$ cat config.mk
export PLATFORM = sky130hd
export DESIGN_NAME = rtag_filter
export DESIGN_NICKNAME = d
export VERILOG_FILES = /design/src/rtl/rtag_pkg.sv /design/src/rtl/rtag_cfg_regs.sv /design/src/rtl/rtag_match.sv /design/src/rtl/rtag_filter.sv
export SDC_FILE = /design/constraint.sdc
export NUM_CORES = 1
export LEC_CHECK = 0
export ABC_AREA = 1
export BUFFER_PORTS_ARGS = -buffer_cell sky130_fd_sc_hd__buf_2
export CAP_MARGIN = 10
export CORE_ASPECT_RATIO = 0.75
export CORE_MARGIN = 5
export CORE_UTILIZATION = 39
export DETAILED_ROUTE_END_ITERATION = 6
export MAX_ROUTING_LAYER = met4
export PLACE_DENSITY = 0.76
export SYNTH_ARGS = -nofsm -noshare
export SYNTH_HDL_FRONTEND = slang
export SYNTH_SLANG_ARGS = --single-unit
$ cat constraint.sdc
create_clock -name clk -period 1.1 [get_ports clk]
set_clock_uncertainty 0.1 [all_clocks]
set_input_delay 0 -clock clk [delete_from_list [all_inputs] [get_ports clk]]
set_output_delay 0 -clock clk [all_outputs]
set_load 0.03 [all_outputs]
$ cat src/rtl/rtag_pkg.sv
package rtag_pkg;
  localparam int TYPE_W = 3;
  localparam int SRC_W  = 14;
  localparam int CHAN_W = 2;
  localparam int CODE_W = 8;
  localparam int ADDR_W = 16;
  localparam int DATA_W = 32;

  // field positions inside the tag control register
  localparam int MARK_BIT    = 0;
  localparam int REQEN_BIT   = 2;
  localparam int SRCEN_BIT   = 3;
  localparam int TYPE_LO_BIT = 7;
  // field position inside the source register
  localparam int SRC_LO_BIT  = 1;

  localparam logic [TYPE_W-1:0] READ_CODE = 3'd4;

  // strobes and fields handed from control to datapath
  typedef struct packed {
    logic              typeGate;
    logic [TYPE_W-1:0] typeSel;
    logic              srcOn;
    logic [SRC_W-1:0]  srcId;
    logic [CHAN_W-1:0] chanSel;
  } filtCfg_t;
endpackage

$ cat src/rtl/rtag_cfg_regs.sv
module rtag_cfg_regs
  import rtag_pkg::*;
#(
  parameter logic [ADDR_W-1:0] CTRL_ADDR = 16'h1b2c,
  parameter logic [ADDR_W-1:0] SRC_ADDR  = 16'h1b40,
  parameter logic [ADDR_W-1:0] CHAN_ADDR = 16'h1c00
) (
  input  logic              clk,
  input  logic              rstN,
  input  logic              cfgWe,
  input  logic [ADDR_W-1:0] cfgAddr,
  input  logic [DATA_W-1:0] cfgWdata,
  output filtCfg_t          cfg
);
  localparam int TYPE_HI_BIT = TYPE_LO_BIT + TYPE_W - 1;
  localparam int SRC_HI_BIT  = SRC_LO_BIT + SRC_W - 1;

  logic              markEn, reqEnBit, srcEnBit;
  logic [TYPE_W-1:0] typeField;
  logic [SRC_W-1:0]  srcField;
  logic [CHAN_W-1:0] chanField;

  logic hitCtrl, hitSrc, hitChan;
  assign hitCtrl = cfgWe && (cfgAddr == CTRL_ADDR);
  assign hitSrc  = cfgWe && (cfgAddr == SRC_ADDR);
  assign hitChan = cfgWe && (cfgAddr == CHAN_ADDR);

  always_ff @(posedge clk) begin
    if (!rstN) begin
      markEn    <= 1'b0;
      reqEnBit  <= 1'b0;
      srcEnBit  <= 1'b0;
      typeField <= '0;
      srcField  <= '0;
      chanField <= '0;
    end else begin
      if (hitCtrl) begin
        markEn    <= cfgWdata[MARK_BIT];
        reqEnBit  <= cfgWdata[REQEN_BIT];
        srcEnBit  <= cfgWdata[SRCEN_BIT];
        typeField <= cfgWdata[TYPE_HI_BIT:TYPE_LO_BIT];
      end
      if (hitSrc)  srcField  <= cfgWdata[SRC_HI_BIT:SRC_LO_BIT];
      if (hitChan) chanField <= cfgWdata[CHAN_W-1:0];
    end
  end

  logic unusedWdata;
  assign unusedWdata = ^{cfgWdata[DATA_W-1:TYPE_HI_BIT+1], cfgWdata[1]};

  always_comb begin
    cfg.typeGate = markEn && reqEnBit;
    cfg.typeSel  = typeField;
    // source compare only takes effect under active type tagging
    cfg.srcOn    = srcEnBit && markEn && reqEnBit;
    cfg.srcId    = srcField;
    cfg.chanSel  = chanField;
  end


  stray_write_chk: assert property (@(posedge clk) disable iff (!rstN)
    (cfgWe && !hitCtrl && !hitSrc && !hitChan) |=> $stable(cfg));


  reset_clear_chk: assert property (@(posedge clk)
    !$past(rstN) |-> (cfg == '0 || rstN));
endmodule

$ cat src/rtl/rtag_match.sv
module rtag_match
  import rtag_pkg::*;
#(
  parameter logic [CODE_W-1:0] CHAN_CODE_LO = 8'h47,
  parameter logic [CODE_W-1:0] CHAN_CODE_HI = 8'h59
) (
  input  logic              clk,
  input  logic              rstN,
  input  filtCfg_t          cfg,
  input  logic              reqValid,
  input  logic [TYPE_W-1:0] reqType,
  input  logic [SRC_W-1:0]  reqSrc,
  input  logic [CHAN_W-1:0] reqChan,
  input  logic [CODE_W-1:0] reqCode,
  output logic              evtHit,
  output logic              reqTagged
);
  logic isRead, typeOk, srcOk, tagMatch, inWindow, chanOk;

  always_comb begin
    isRead   = (reqType == READ_CODE);
    typeOk   = isRead && (cfg.typeSel == READ_CODE);
    srcOk    = !cfg.srcOn || (reqSrc == cfg.srcId);
    tagMatch = typeOk && srcOk;
    inWindow = (reqCode >= CHAN_CODE_LO) && (reqCode <= CHAN_CODE_HI);
    chanOk   = (cfg.chanSel == '0) || !inWindow || (reqChan == cfg.chanSel);
  end

  always_ff @(posedge clk) begin
    if (!rstN) begin
      evtHit    <= 1'b0;
      reqTagged <= 1'b0;
    end else begin
      evtHit    <= reqValid && (!cfg.typeGate || tagMatch) && chanOk;
      reqTagged <= reqValid && cfg.typeGate && tagMatch;
    end
  end


  hit_needs_req_chk: assert property (@(posedge clk) disable iff (!rstN)
    (evtHit || reqTagged) |-> $past(reqValid));


  tag_read_only_chk: assert property (@(posedge clk) disable iff (!rstN)
    reqTagged |-> ($past(reqType) == READ_CODE && $past(cfg.typeSel) == READ_CODE));


  src_match_chk: assert property (@(posedge clk) disable iff (!rstN)
    (reqTagged && $past(cfg.srcOn)) |-> ($past(reqSrc) == $past(cfg.srcId)));


  chan_window_chk: assert property (@(posedge clk) disable iff (!rstN)
    (evtHit && $past(cfg.chanSel) != '0 && $past(reqCode) >= CHAN_CODE_LO
     && $past(reqCode) <= CHAN_CODE_HI) |-> ($past(reqChan) == $past(cfg.chanSel)));


  untagged_gate_chk: assert property (@(posedge clk) disable iff (!rstN)
    reqTagged |-> (evtHit || $past(cfg.chanSel) != '0));
endmodule

$ cat src/rtl/rtag_filter.sv
module rtag_filter
  import rtag_pkg::*;
#(
  parameter logic [ADDR_W-1:0] CTRL_ADDR    = 16'h1b2c,
  parameter logic [ADDR_W-1:0] SRC_ADDR     = 16'h1b40,
  parameter logic [ADDR_W-1:0] CHAN_ADDR    = 16'h1c00,
  parameter logic [CODE_W-1:0] CHAN_CODE_LO = 8'h47,
  parameter logic [CODE_W-1:0] CHAN_CODE_HI = 8'h59
) (
  input  logic              clk,
  input  logic              rstN,
  input  logic              cfgWe,
  input  logic [ADDR_W-1:0] cfgAddr,
  input  logic [DATA_W-1:0] cfgWdata,
  input  logic              reqValid,
  input  logic [TYPE_W-1:0] reqType,
  input  logic [SRC_W-1:0]  reqSrc,
  input  logic [CHAN_W-1:0] reqChan,
  input  logic [CODE_W-1:0] reqCode,
  output logic              evtHit,
  output logic              reqTagged
);
  filtCfg_t cfg;

  rtag_cfg_regs #(
    .CTRL_ADDR(CTRL_ADDR),
    .SRC_ADDR (SRC_ADDR),
    .CHAN_ADDR(CHAN_ADDR)
  ) uRegs (
    .clk     (clk),
    .rstN    (rstN),
    .cfgWe   (cfgWe),
    .cfgAddr (cfgAddr),
    .cfgWdata(cfgWdata),
    .cfg     (cfg)
  );

  rtag_match #(
    .CHAN_CODE_LO(CHAN_CODE_LO),
    .CHAN_CODE_HI(CHAN_CODE_HI)
  ) uMatch (
    .clk      (clk),
    .rstN     (rstN),
    .cfg      (cfg),
    .reqValid (reqValid),
    .reqType  (reqType),
    .reqSrc   (reqSrc),
    .reqChan  (reqChan),
    .reqCode  (reqCode),
    .evtHit   (evtHit),
    .reqTagged(reqTagged)
  );
endmodule

==> results of run 1 <==
==> routing by layer <==
layer | up-vias | GRT usage | wire [um]
li1 | 853 | - | -
met1 | 672 | 0.204 | 1850
met2 | 33 | 0.302 | 1890
met3 | 0 | 0.0468 | 160
met4 | 0 | 0.0125 | 0
met5 | - | - | 0
==> worst max-delay path, stage by stage (launching register included) <==
cell     delay [ns]
dfxtp_2        0.33
inv_1          0.04
nand2_1        0.05
nand2_1        0.05
nor2_1         0.13
nand2_1        0.07
nor2_1         0.11
nand2_1        0.06
nand2_1        0.07
nand2_2        0.06
a21oi_2        0.13
==> sequential cells by signal, summed over array words and instances, names as in the netlist <==
signal	cells
uMatch.evtHit	1
uRegs.markEn	1
uRegs.chanField	2
uRegs.typeField	3
uRegs.reqEnBit	1
uMatch.reqTagged	1
uRegs.srcField	14
uRegs.srcEnBit	1
==> logic make-up (layout without fill, tap and decap cells) <==
family          Yosys count  in the layout  share of synthesized area
compound gates           43             43                      0.184
xor+xnor                  2              2                     0.0127
flops                    24             24                      0.348
simple gates             94             94                      0.313
buf+inv                  46            146                      0.142
==> report_power, final <==
part	switching, mW	leakage (nW)	internal (mW)	total, mW
combinational	0.138	0.882	0.167	0.304
sequential	0.000883	0.198	0.869	0.870
clock	0.274	0.0288	0.319	0.593
total	0.413	1.11	1.36	1.77
==> area by class of cell <==
cell class,instances,area [um^2],area share
Multi-Input combinational cell,139,722,0.341
Sequential cell,24,492,0.232
Tap cell,40,50.0,0.0236
Clock buffer,4,55.1,0.0260
Timing Repair Buffer,101,646,0.305
Inverter,41,154,0.0727
==> worst paths after layout <==
| check | start | endpoint | slack [ns] | cells after the start |
|---|---|---|---|---|
| max reg2reg | uRegs.srcField[6]$_SDFFE_PN0P_ | uMatch.evtHit$_SDFF_PN0_ | -0.15 | 10 |
| min | rstN | uRegs.srcField[9]$_SDFFE_PN0P_ | 0.02 | 3 |
| max | uRegs.srcField[6]$_SDFFE_PN0P_ | uMatch.evtHit$_SDFF_PN0_ | -0.15 | 10 |
| min reg2reg | uRegs.srcField[10]$_SDFFE_PN0P_ | uRegs.srcField[10]$_SDFFE_PN0P_ | 0.36 | 2 |
==> cells in the final DEF (no fill, tap or decap), types with 3 or more instances in the layout <==
| cell | instances |
|---|---|
| a21oi_1 | 16 |
| nand2_1 | 57 |
| nor2_2 | 3 |
| nor2_1 | 16 |
| nand2_2 | 4 |
| o21ai_1 | 10 |
| dlygate4sd3_1 | 18 |
| o21ai_0 | 6 |
| inv_2 | 4 |
| dfxtp_1 | 15 |
| inv_1 | 37 |
| buf_4 | 20 |
| buf_2 | 63 |
| clkbuf_8 | 4 |
| dfxtp_2 | 9 |
| o211a_1 | 6 |
==> what timing repair did <==
| item | in CTS | in global routing |
|---|---|---|
| hold buffers | 18 | 0 |
| cloned | 0 | 0 |
| buffers inserted | 0 | 1 |
| hold endpoints to repair | 24 | 0 |
| gates resized for setup | 7 | 13 |
| pin swaps | 3 | 14 |
| setup endpoints to repair | 2 | 2 |
==> run summary, run 1 <==
Final Hold Viols = 0
Worst setup EP type = register
syn_nets = 288
Initial Util = 0.411
number of synthesized flops with an enable pin = 0
Worst Setup Path Type = register to register
slew margin rel. = 0.804
data arrival time of the worst path = 1.36 ns
Max-Cap Viols = 0
Final setup viols = 2
largest net degree at the start of global routing = 19
final worst slack = -0.154 ns
core area = 0.00336 mm^2
post-layout util = 0.631
CP Max Fanout = 2
#FFs+latches synth = 24
Worst VDD drop = 0.734 mV
failing checks = setup timing
post-synthesis instance total = 209
Seq/Total Area, Yosys = 0.348
RSZ-0062 raised after global routing = true
DP Area = 0.00185 mm^2
Syn Area/Cell = 6.60 um^2
die height = 61.5 um
leakage power = 1.11 nW
vias in the first global route = 1502
post-synth cell types = 24
Highest Clock Rate = 797 MHz
DR WL/cell = 11.2 um
TritonRoute pass-1 iters = 4
vias per cell = 4.46
Setup TNS = -0.289 ns
CTS tree = built
drt first-iter violations = 39
wirelength, routed = 3910 um
max-slew violations = 0
DRC Markers = 0
WP data required = 1.21 ns
Worst Hold Slack = 0.0181 ns
area leader, netlist = dfxtp_1
Area Growth Syn to Fin = 53.6%
Yosys Warn Count = 0
PortBufs = 63
Post-Syn Area = 0.00138 mm^2
async set or reset register ratio after synthesis = 0
remaining antenna violation count = 0
H-tree Lvls = 1
crit start category = register
# diodes = 0
clock latency on the worst-skew pair = 0.26 ns
Max Root-Sink Buffers = 2
Inserted Clock Buffers = 3
Die Wd = 78.7 um
measured slew at the worst slew-check pin = 0.291 ns
FILL cells = 302
layout cells sized above 1 = 0.375
Final Power = 1.77 mW
final std cells w/o fill = 349
most numerous cell in the Yosys netlist = nand2_1
top_reg_cell synth = dfxtp_1
Commonest cells post-synth = 61 x nand2_1, 41 x inv_1, 24 x dfxtp_1
pwr dens = 835 mW/mm^2
GRT Util Overall = 0.170
hpwl dp = 3030 um
GPL Wtd Cong = 0.819
IO Pins = 81
outcome = finished with violations
FP Rows = 18
Layout Nets = 389
share of the synthesized area in the top cell type = 0.348
Root Buffer = clkbuf_8
Clock transition at path regs = 0.08 ns
via count = 1558
post-route cell area = 0.00212 mm^2
CTS sink count = 24
Worst Setup Slack post-DPL = -0.0918 ns
first-pass GRT wire length = 6280 um
die area = 0.00484 mm^2
Tmin final = 1.25 ns
Synth area leaders = dfxtp_1 35%, nand2_1 17%, inv_1 11%
initial antenna violation count = 0
fin crit share = 1.14
# placed instances = 326
Worst Hold Class = primary input to register
GRT Residual Overflow = 0
(Power assumes the default switching activity.)
==> inputs of run 2 (changes only) <==
--- a/config.mk
+++ b/config.mk
@@ -14,6 +14,7 @@
 export DETAILED_ROUTE_END_ITERATION = 6
 export MAX_ROUTING_LAYER = met4
 export PLACE_DENSITY = 0.76
+export SETUP_SLACK_MARGIN = 0.1
 export SYNTH_ARGS = -nofsm -noshare
 export SYNTH_HDL_FRONTEND = slang
 export SYNTH_SLANG_ARGS = --single-unit
==> run summary, run 2 (synthesis results as in run 1) <==
WHS Endpoint = uMatch.reqTagged$_SDFF_PN0_ (was uRegs.srcField[9]$_SDFFE_PN0P_)
Initial Util = 0.411 (unchanged)
failing checks = hold timing, setup timing (was setup timing)
Tmin final = 1.22 ns (was 1.25 ns)
RSZ-0062 raised after global routing = true (unchanged)
commonest non-fill, non-tap cells in the layout = 63 x buf_2, 59 x nand2_1, 35 x inv_1 (was 63 x buf_2, 57 x nand2_1, 37 x inv_1)
clock latency on the worst-skew pair = 0.27 ns (was 0.26 ns)
Final Hold Viols = 2 (was 0)
Reg2Reg Setup Slack = -0.12 ns (was -0.15 ns)
# diodes = 0 (unchanged)
# placed instances = 325 (was 326)
Inserted Clock Buffers = 3 (unchanged)
Highest Clock Rate = 820 MHz (was 797 MHz)
final std cells w/o fill = 346 (was 349)
Reg2Reg Launch Point = uRegs.srcField[8]$_SDFFE_PN0P_ (was uRegs.srcField[6]$_SDFFE_PN0P_)
drt first-iter violations = 42 (was 39)
Worst Hold Slack = -0.0719 ns (was 0.0181 ns)
post-layout util = 0.629 (was 0.631)
WP data required = 1.21 ns (about the same)
Max Root-Sink Buffers = 2 (unchanged)
pwr dens = 797 mW/mm^2 (was 835 mW/mm^2)
wirelength, routed = 3730 um (was 3910 um)
CTS tree = built (unchanged)
hold depth = 4 (was 3)
GRT Util Overall = 0.159 (was 0.170)
measured slew at the worst slew-check pin = 0.379 ns (was 0.291 ns)
leakage power = 1.11 nW (about the same)
layout cells sized above 1 = 0.376 (was 0.375)
Worst Setup Path Type = register to register (unchanged)
max reg flops = 14 (unchanged)
die height = 61.5 um (unchanged)
first-pass GRT wire length = 5910 um (was 6280 um)
die area = 0.00484 mm^2 (unchanged)
fin crit share = 1.11 (was 1.14)
commonest non-fill, non-tap cell in the layout = buf_2 (unchanged)
TritonRoute pass-1 iters = 4 (unchanged)
CP Max Fanout = 2 (unchanged)
Worst VDD drop = 0.747 mV (was 0.734 mV)
final worst slack = -0.119 ns (was -0.154 ns)
FILL cells = 286 (was 302)
Clock transition at path regs = 0.08 ns (about the same)
R2R depth = 10 (unchanged)
outcome = finished with violations (unchanged)
FP Rows = 18 (unchanged)
Area Growth Syn to Fin = 53.2% (was 53.6%)
CTS sink count = 24 (unchanged)
initial antenna violation count = 0 (unchanged)
vias in the first global route = 1481 (was 1502)
IO Pins = 81 (unchanged)
DRC Markers = 0 (unchanged)
H-tree Lvls = 1 (unchanged)
GPL Wtd Cong = 0.750 (was 0.819)
reg-to-reg endpoint = uMatch.evtHit$_SDFF_PN0_ (unchanged)
Max-Cap Viols = 0 (unchanged)
Layout Nets = 387 (was 389)
Worst Hold Class = primary input to register (unchanged)
PortBufs = 63 (unchanged)
largest net degree at the start of global routing = 24 (was 19)
Root Buffer = clkbuf_8 (unchanged)
GRT Residual Overflow = 0 (unchanged)
DR WL/cell = 10.8 um (was 11.2 um)
hold buffers post-CTS = 16 (was 18)
Final Power = 1.68 mW (was 1.77 mW)
Worst setup EP type = register (unchanged)
Worst Hold Launch = reqType[1] (was rstN)
vias per cell = 4.51 (was 4.46)
slew margin rel. = 0.748 (was 0.804)
crit start category = register (unchanged)
hpwl dp = 2900 um (was 3030 um)
data arrival time of the worst path = 1.33 ns (was 1.36 ns)
max-slew violations = 0 (unchanged)
core area = 0.00336 mm^2 (unchanged)
biggest regs = uRegs.srcField: 14 flops, uRegs.typeField: 3 flops, uRegs.chanField: 2 flops (unchanged)
DP Area = 0.00187 mm^2 (was 0.00185 mm^2)
via count = 1562 (was 1558)
remaining antenna violation count = 0 (unchanged)
post-route cell area = 0.00211 mm^2 (was 0.00212 mm^2)
Die Wd = 78.7 um (unchanged)
Largest Register = uRegs.srcField (unchanged)
Final setup viols = 2 (unchanged)
run 2: changes by cell type in the layout (fill, tap and decap cells not counted), moves of 2 or more:
| cell | before | now |
|---|---|---|
| dlygate4sd3_1 | 18 | 16 |
| inv_1 | 37 | 35 |
| inv_2 | 4 | 6 |
| nand2_1 | 57 | 59 |
| nand2_2 | 4 | 2 |
run 2: worst max-delay path by stage:
stage	startpoint	cells past startpoint	to	slack (ns)
global placement	uRegs.srcField[4]$_SDFFE_PN0P_	10	uMatch.reqTagged$_SDFF_PN0_	-0.1
global route	uRegs.srcField[12]$_SDFFE_PN0P_	10	uMatch.evtHit$_SDFF_PN0_	-0.26
floorplan	uRegs.srcField[13]$_SDFFE_PN0P_	10	uMatch.evtHit$_SDFF_PN0_	0.04
detailed placement	uRegs.srcField[4]$_SDFFE_PN0P_	10	uMatch.reqTagged$_SDFF_PN0_	-0.14
finish	uRegs.srcField[8]$_SDFFE_PN0P_	10	uMatch.evtHit$_SDFF_PN0_	-0.12
CTS	uRegs.srcField[4]$_SDFFE_PN0P_	10	uMatch.evtHit$_SDFF_PN0_	-0.11
run 2: cell type report:
cell class | instances | area (um^2) | area share
multi-input cells | 139 | 737 | 0.349
flip-flops and latches | 24 | 492 | 0.233
well taps | 40 | 50.0 | 0.0237
repair buffers | 99 | 638 | 0.302
inverters | 41 | 154 | 0.0729
clock buffers | 3 | 41.3 | 0.0195
run 2: timing repair:
item,CTS,global route
pin swaps,5,6
hold endpoints to repair,24,2
endpoints found under the setup margin,2,5
resized for setup,6,7
setup buffers,1,1
run 2: stage by stage:
step	hold WS [ns]	TNS, ns	setup slack, ns
finish	-0.0719	-0.232	-0.119
global route	-0.0675	-0.506	-0.259
detailed placement	0.163	-1.42	-0.140
CTS	-0.0636	-0.218	-0.112
floorplan	0.0309	0	0.0409
global placement	0.159	-0.976	-0.0968
run 2: worst max-delay path, stage by stage (launching register included):
cell and delay, ns:
dfxtp_2 0.33, inv_1 0.05, nand2_1 0.05, nand2_1 0.04
nor2_1 0.10, nand2_1 0.09, nor2_1 0.10, nand2_1 0.05
nand2_1 0.07, nand2_2 0.07, a21oi_2 0.11
run 2: power breakdown:
part / internal [mW] / switching (mW) / total [mW]
logic: 0.161 / 0.134 / 0.295
clock network: 0.245 / 0.272 / 0.517
registers: 0.869 / 0.000996 / 0.870
run 2: metal layers:
| metal | track usage | vias up | share of wire |
|---|---|---|---|
| met5 | - | - | 0 |
| met4 | 0.0374 | 0 | 0.0038 |
| met3 | 0.0365 | 2 | 0.059 |
| met2 | 0.273 | 38 | 0.47 |
| met1 | 0.194 | 674 | 0.47 |
| li1 | - | 848 | - |
==> inputs of run 3 (changes only) <==
==> constraint.sdc (replaced) <==
create_clock -name clk -period 1.1 [get_ports clk]
set_clock_uncertainty 0.1 [all_clocks]
set_input_delay 0.275 -clock clk [delete_from_list [all_inputs] [get_ports clk]]
set_output_delay 0.275 -clock clk [all_outputs]
set_load 0.03 [all_outputs]
==> run summary, run 3 (synthesis results as in run 1) <==
Worst Hold Launch = cfgWdata[0] (was reqType[1])
wirelength, routed = 4370 um (was 3730 um)
Worst Setup Path Type = register to register (unchanged)
measured slew at the worst slew-check pin = 0.397 ns (was 0.379 ns)
IO Pins = 81 (unchanged)
Worst VDD drop = 0.807 mV (was 0.747 mV)
FP Rows = 18 (unchanged)
Reg2Reg Launch Point = uRegs.srcField[0]$_SDFFE_PN0P_ (was uRegs.srcField[8]$_SDFFE_PN0P_)
CTS sink count = 24 (unchanged)
Clock transition at path regs = 0.08 ns (about the same)
crit start category = register (unchanged)
hold depth = 2 (was 4)
GRT Util Overall = 0.180 (was 0.159)
Tmin final = 1.27 ns (was 1.22 ns)
Worst setup EP type = register (unchanged)
fin crit share = 1.15 (was 1.11)
PortBufs = 63 (unchanged)
CTS tree = built (unchanged)
failing checks = setup timing (was hold timing, setup timing)
Inserted Clock Buffers = 3 (unchanged)
max reg flops = 14 (unchanged)
vias in the first global route = 1536 (was 1481)
biggest regs = uRegs.srcField: 14 flops, uRegs.typeField: 3 flops, uRegs.chanField: 2 flops (unchanged)
GPL Wtd Cong = 0.773 (was 0.750)
DRC Markers = 0 (unchanged)
CP Max Fanout = 2 (unchanged)
largest net degree at the start of global routing = 21 (was 24)
TritonRoute pass-1 iters = 4 (unchanged)
Highest Clock Rate = 787 MHz (was 820 MHz)
CP most frequent cell = nand2_1 (unchanged)
H-tree Lvls = 1 (unchanged)
CP cell instances = inv_1 > nand2_1 > nand2_1 > nor2_1 > nand2_1 > nor2_1 > nand2_1 > nand2_2 > nand2_2 > a21oi_2 (was inv_1 > nand2_1 > nand2_1 > nor2_1 > nand2_1 > nor2_1 > nand2_1 > nand2_1 > nand2_2 > a21oi_2)
Final setup viols = 24 (was 2)
Die Wd = 78.7 um (unchanged)
layout cells sized above 1 = 0.503 (was 0.376)
vias per cell = 4.74 (was 4.51)
WHS Endpoint = uRegs.markEn$_SDFFE_PN0P_ (was uMatch.reqTagged$_SDFF_PN0_)
DP Area = 0.00188 mm^2 (was 0.00187 mm^2)
reg-to-reg endpoint = uMatch.evtHit$_SDFF_PN0_ (unchanged)
Setup TNS = -1.38 ns (was -0.232 ns)
WP data required = 1.21 ns (about the same)
Layout Nets = 376 (was 387)
Root Buffer = clkbuf_8 (unchanged)
via count = 1594 (was 1562)
Reg2Reg Setup Slack = -0.17 ns (was -0.12 ns)
Max-Cap Viols = 0 (unchanged)
final worst slack = -0.170 ns (was -0.119 ns)
drt first-iter violations = 50 (was 42)
hold buffers post-CTS = 0 (was 16)
commonest non-fill, non-tap cells in the layout = 56 x nand2_1, 55 x buf_2, 33 x inv_1 (was 63 x buf_2, 59 x nand2_1, 35 x inv_1)
critical path's slowest cell = dfxtp_2 (unchanged)
initial antenna violation count = 0 (unchanged)
hpwl dp = 2910 um (was 2900 um)
max-slew violations = 0 (unchanged)
RSZ-0062 raised after global routing = true (unchanged)
Final Hold Viols = 0 (was 2)
Largest Register = uRegs.srcField (unchanged)
core area = 0.00336 mm^2 (unchanged)
die height = 61.5 um (unchanged)
die area = 0.00484 mm^2 (unchanged)
Max Root-Sink Buffers = 2 (unchanged)
Worst Hold Class = primary input to register (unchanged)
first-pass GRT wire length = 6580 um (was 5910 um)
CP max stage delay = 0.34 ns (was 0.33 ns)
leakage power = 1.15 nW (was 1.11 nW)
GRT Residual Overflow = 0 (unchanged)
# diodes = 0 (unchanged)
post-route cell area = 0.00227 mm^2 (was 0.00211 mm^2)
data arrival time of the worst path = 1.38 ns (was 1.33 ns)
commonest non-fill, non-tap cell in the layout = nand2_1 (was buf_2)
pwr dens = 799 mW/mm^2 (was 797 mW/mm^2)
outcome = finished with violations (unchanged)
clock latency on the worst-skew pair = 0.26 ns (was 0.27 ns)
Area Growth Syn to Fin = 64.6% (was 53.2%)
Initial Util = 0.411 (unchanged)
DR WL/cell = 13.0 um (was 10.8 um)
R2R depth = 10 (unchanged)
slew margin rel. = 0.734 (was 0.748)
remaining antenna violation count = 0 (unchanged)
[run 3: cell count changes in the layout (fill, tap and decap cells not counted), moves of 3 or more]
cell           previous run  this run
a21oi_1                  16        10
o21ai_4                   0         3
o21ai_0                   6         0
buf_2                    63        55
dlygate4sd3_1            16         0
o21ai_1                  10         1
o21ai_2                   0        12
a21oi_2                   1         7
nand2_1                  59        56
buf_6                     0        12
[run 3: worst max-delay path by stage]
stage                                                  to                      startpoint  slack (ns)
final                            uMatch.evtHit$_SDFF_PN0_  uRegs.srcField[0]$_SDFFE_PN0P_       -0.17
after global routing             uMatch.evtHit$_SDFF_PN0_  uRegs.srcField[8]$_SDFFE_PN0P_       -0.28
after CTS                        uMatch.evtHit$_SDFF_PN0_  uRegs.srcField[7]$_SDFFE_PN0P_       -0.17
after detailed placement   uRegs.srcField[6]$_SDFFE_PN0P_                     cfgAddr[15]       -0.35
after global placement    uRegs.typeField[1]$_SDFFE_PN0P_                     cfgAddr[15]       -0.30
after floorplan                 uRegs.markEn$_SDFFE_PN0P_                     cfgAddr[15]       -0.17
[run 3: layer usage]
metal	global-route usage	part of all wire	vias to the layer above
met1	0.206	0.45	698
li1	-	-	838
met4	0.0549	0.020	0
met2	0.322	0.49	48
met5	-	0	-
met3	0.0409	0.034	10
[run 3: area by class of cell]
class                           instances  area (um^2)
Clock buffer                            4         55.1
Fill cell                             255         1090
Inverter                               41          159
Multi-Input combinational cell        140          908
Sequential cell                        24          492
Tap cell                               40         50.0
Timing Repair Buffer                   87          606
[run 3: power breakdown]
group	total [mW]	switching, mW	internal, mW
Sequential	0.870	0.000836	0.869
Clock	0.599	0.280	0.319
Combinational	0.344	0.176	0.169
Total	1.81	0.456	1.36
[run 3: metrics by stage]
step	util	cells	total power, mW	hold slack [ns]	setup WS [ns]
final	0.676	336	1.81	0.170	-0.170
after global routing	0.676	336	1.88	0.169	-0.278
after CTS	0.642	333	1.78	0.170	-0.167
after detailed placement	0.560	324	1.15	0.357	-0.353
after global placement	0.560	324	1.15	0.350	-0.300
after floorplan	-	209	0.994	0.317	-0.166
[run 3: timing repair]
item                                    4_1_cts  5_1_grt
cloned                                        2        0
pin swaps                                     9       12
endpoints found under the setup margin       26       26
resized for setup                            46       26
buffers inserted                              3        3
[run 3: worst max-delay path: cells and delay by family, from the launching register on]
family / cells / cell delay, ns
DFF: 1 / 0.34
buffers and inverters: 1 / 0.06
AOI/OAI and AO/OA: 1 / 0.13
and+or+nand+nor: 8 / 0.59
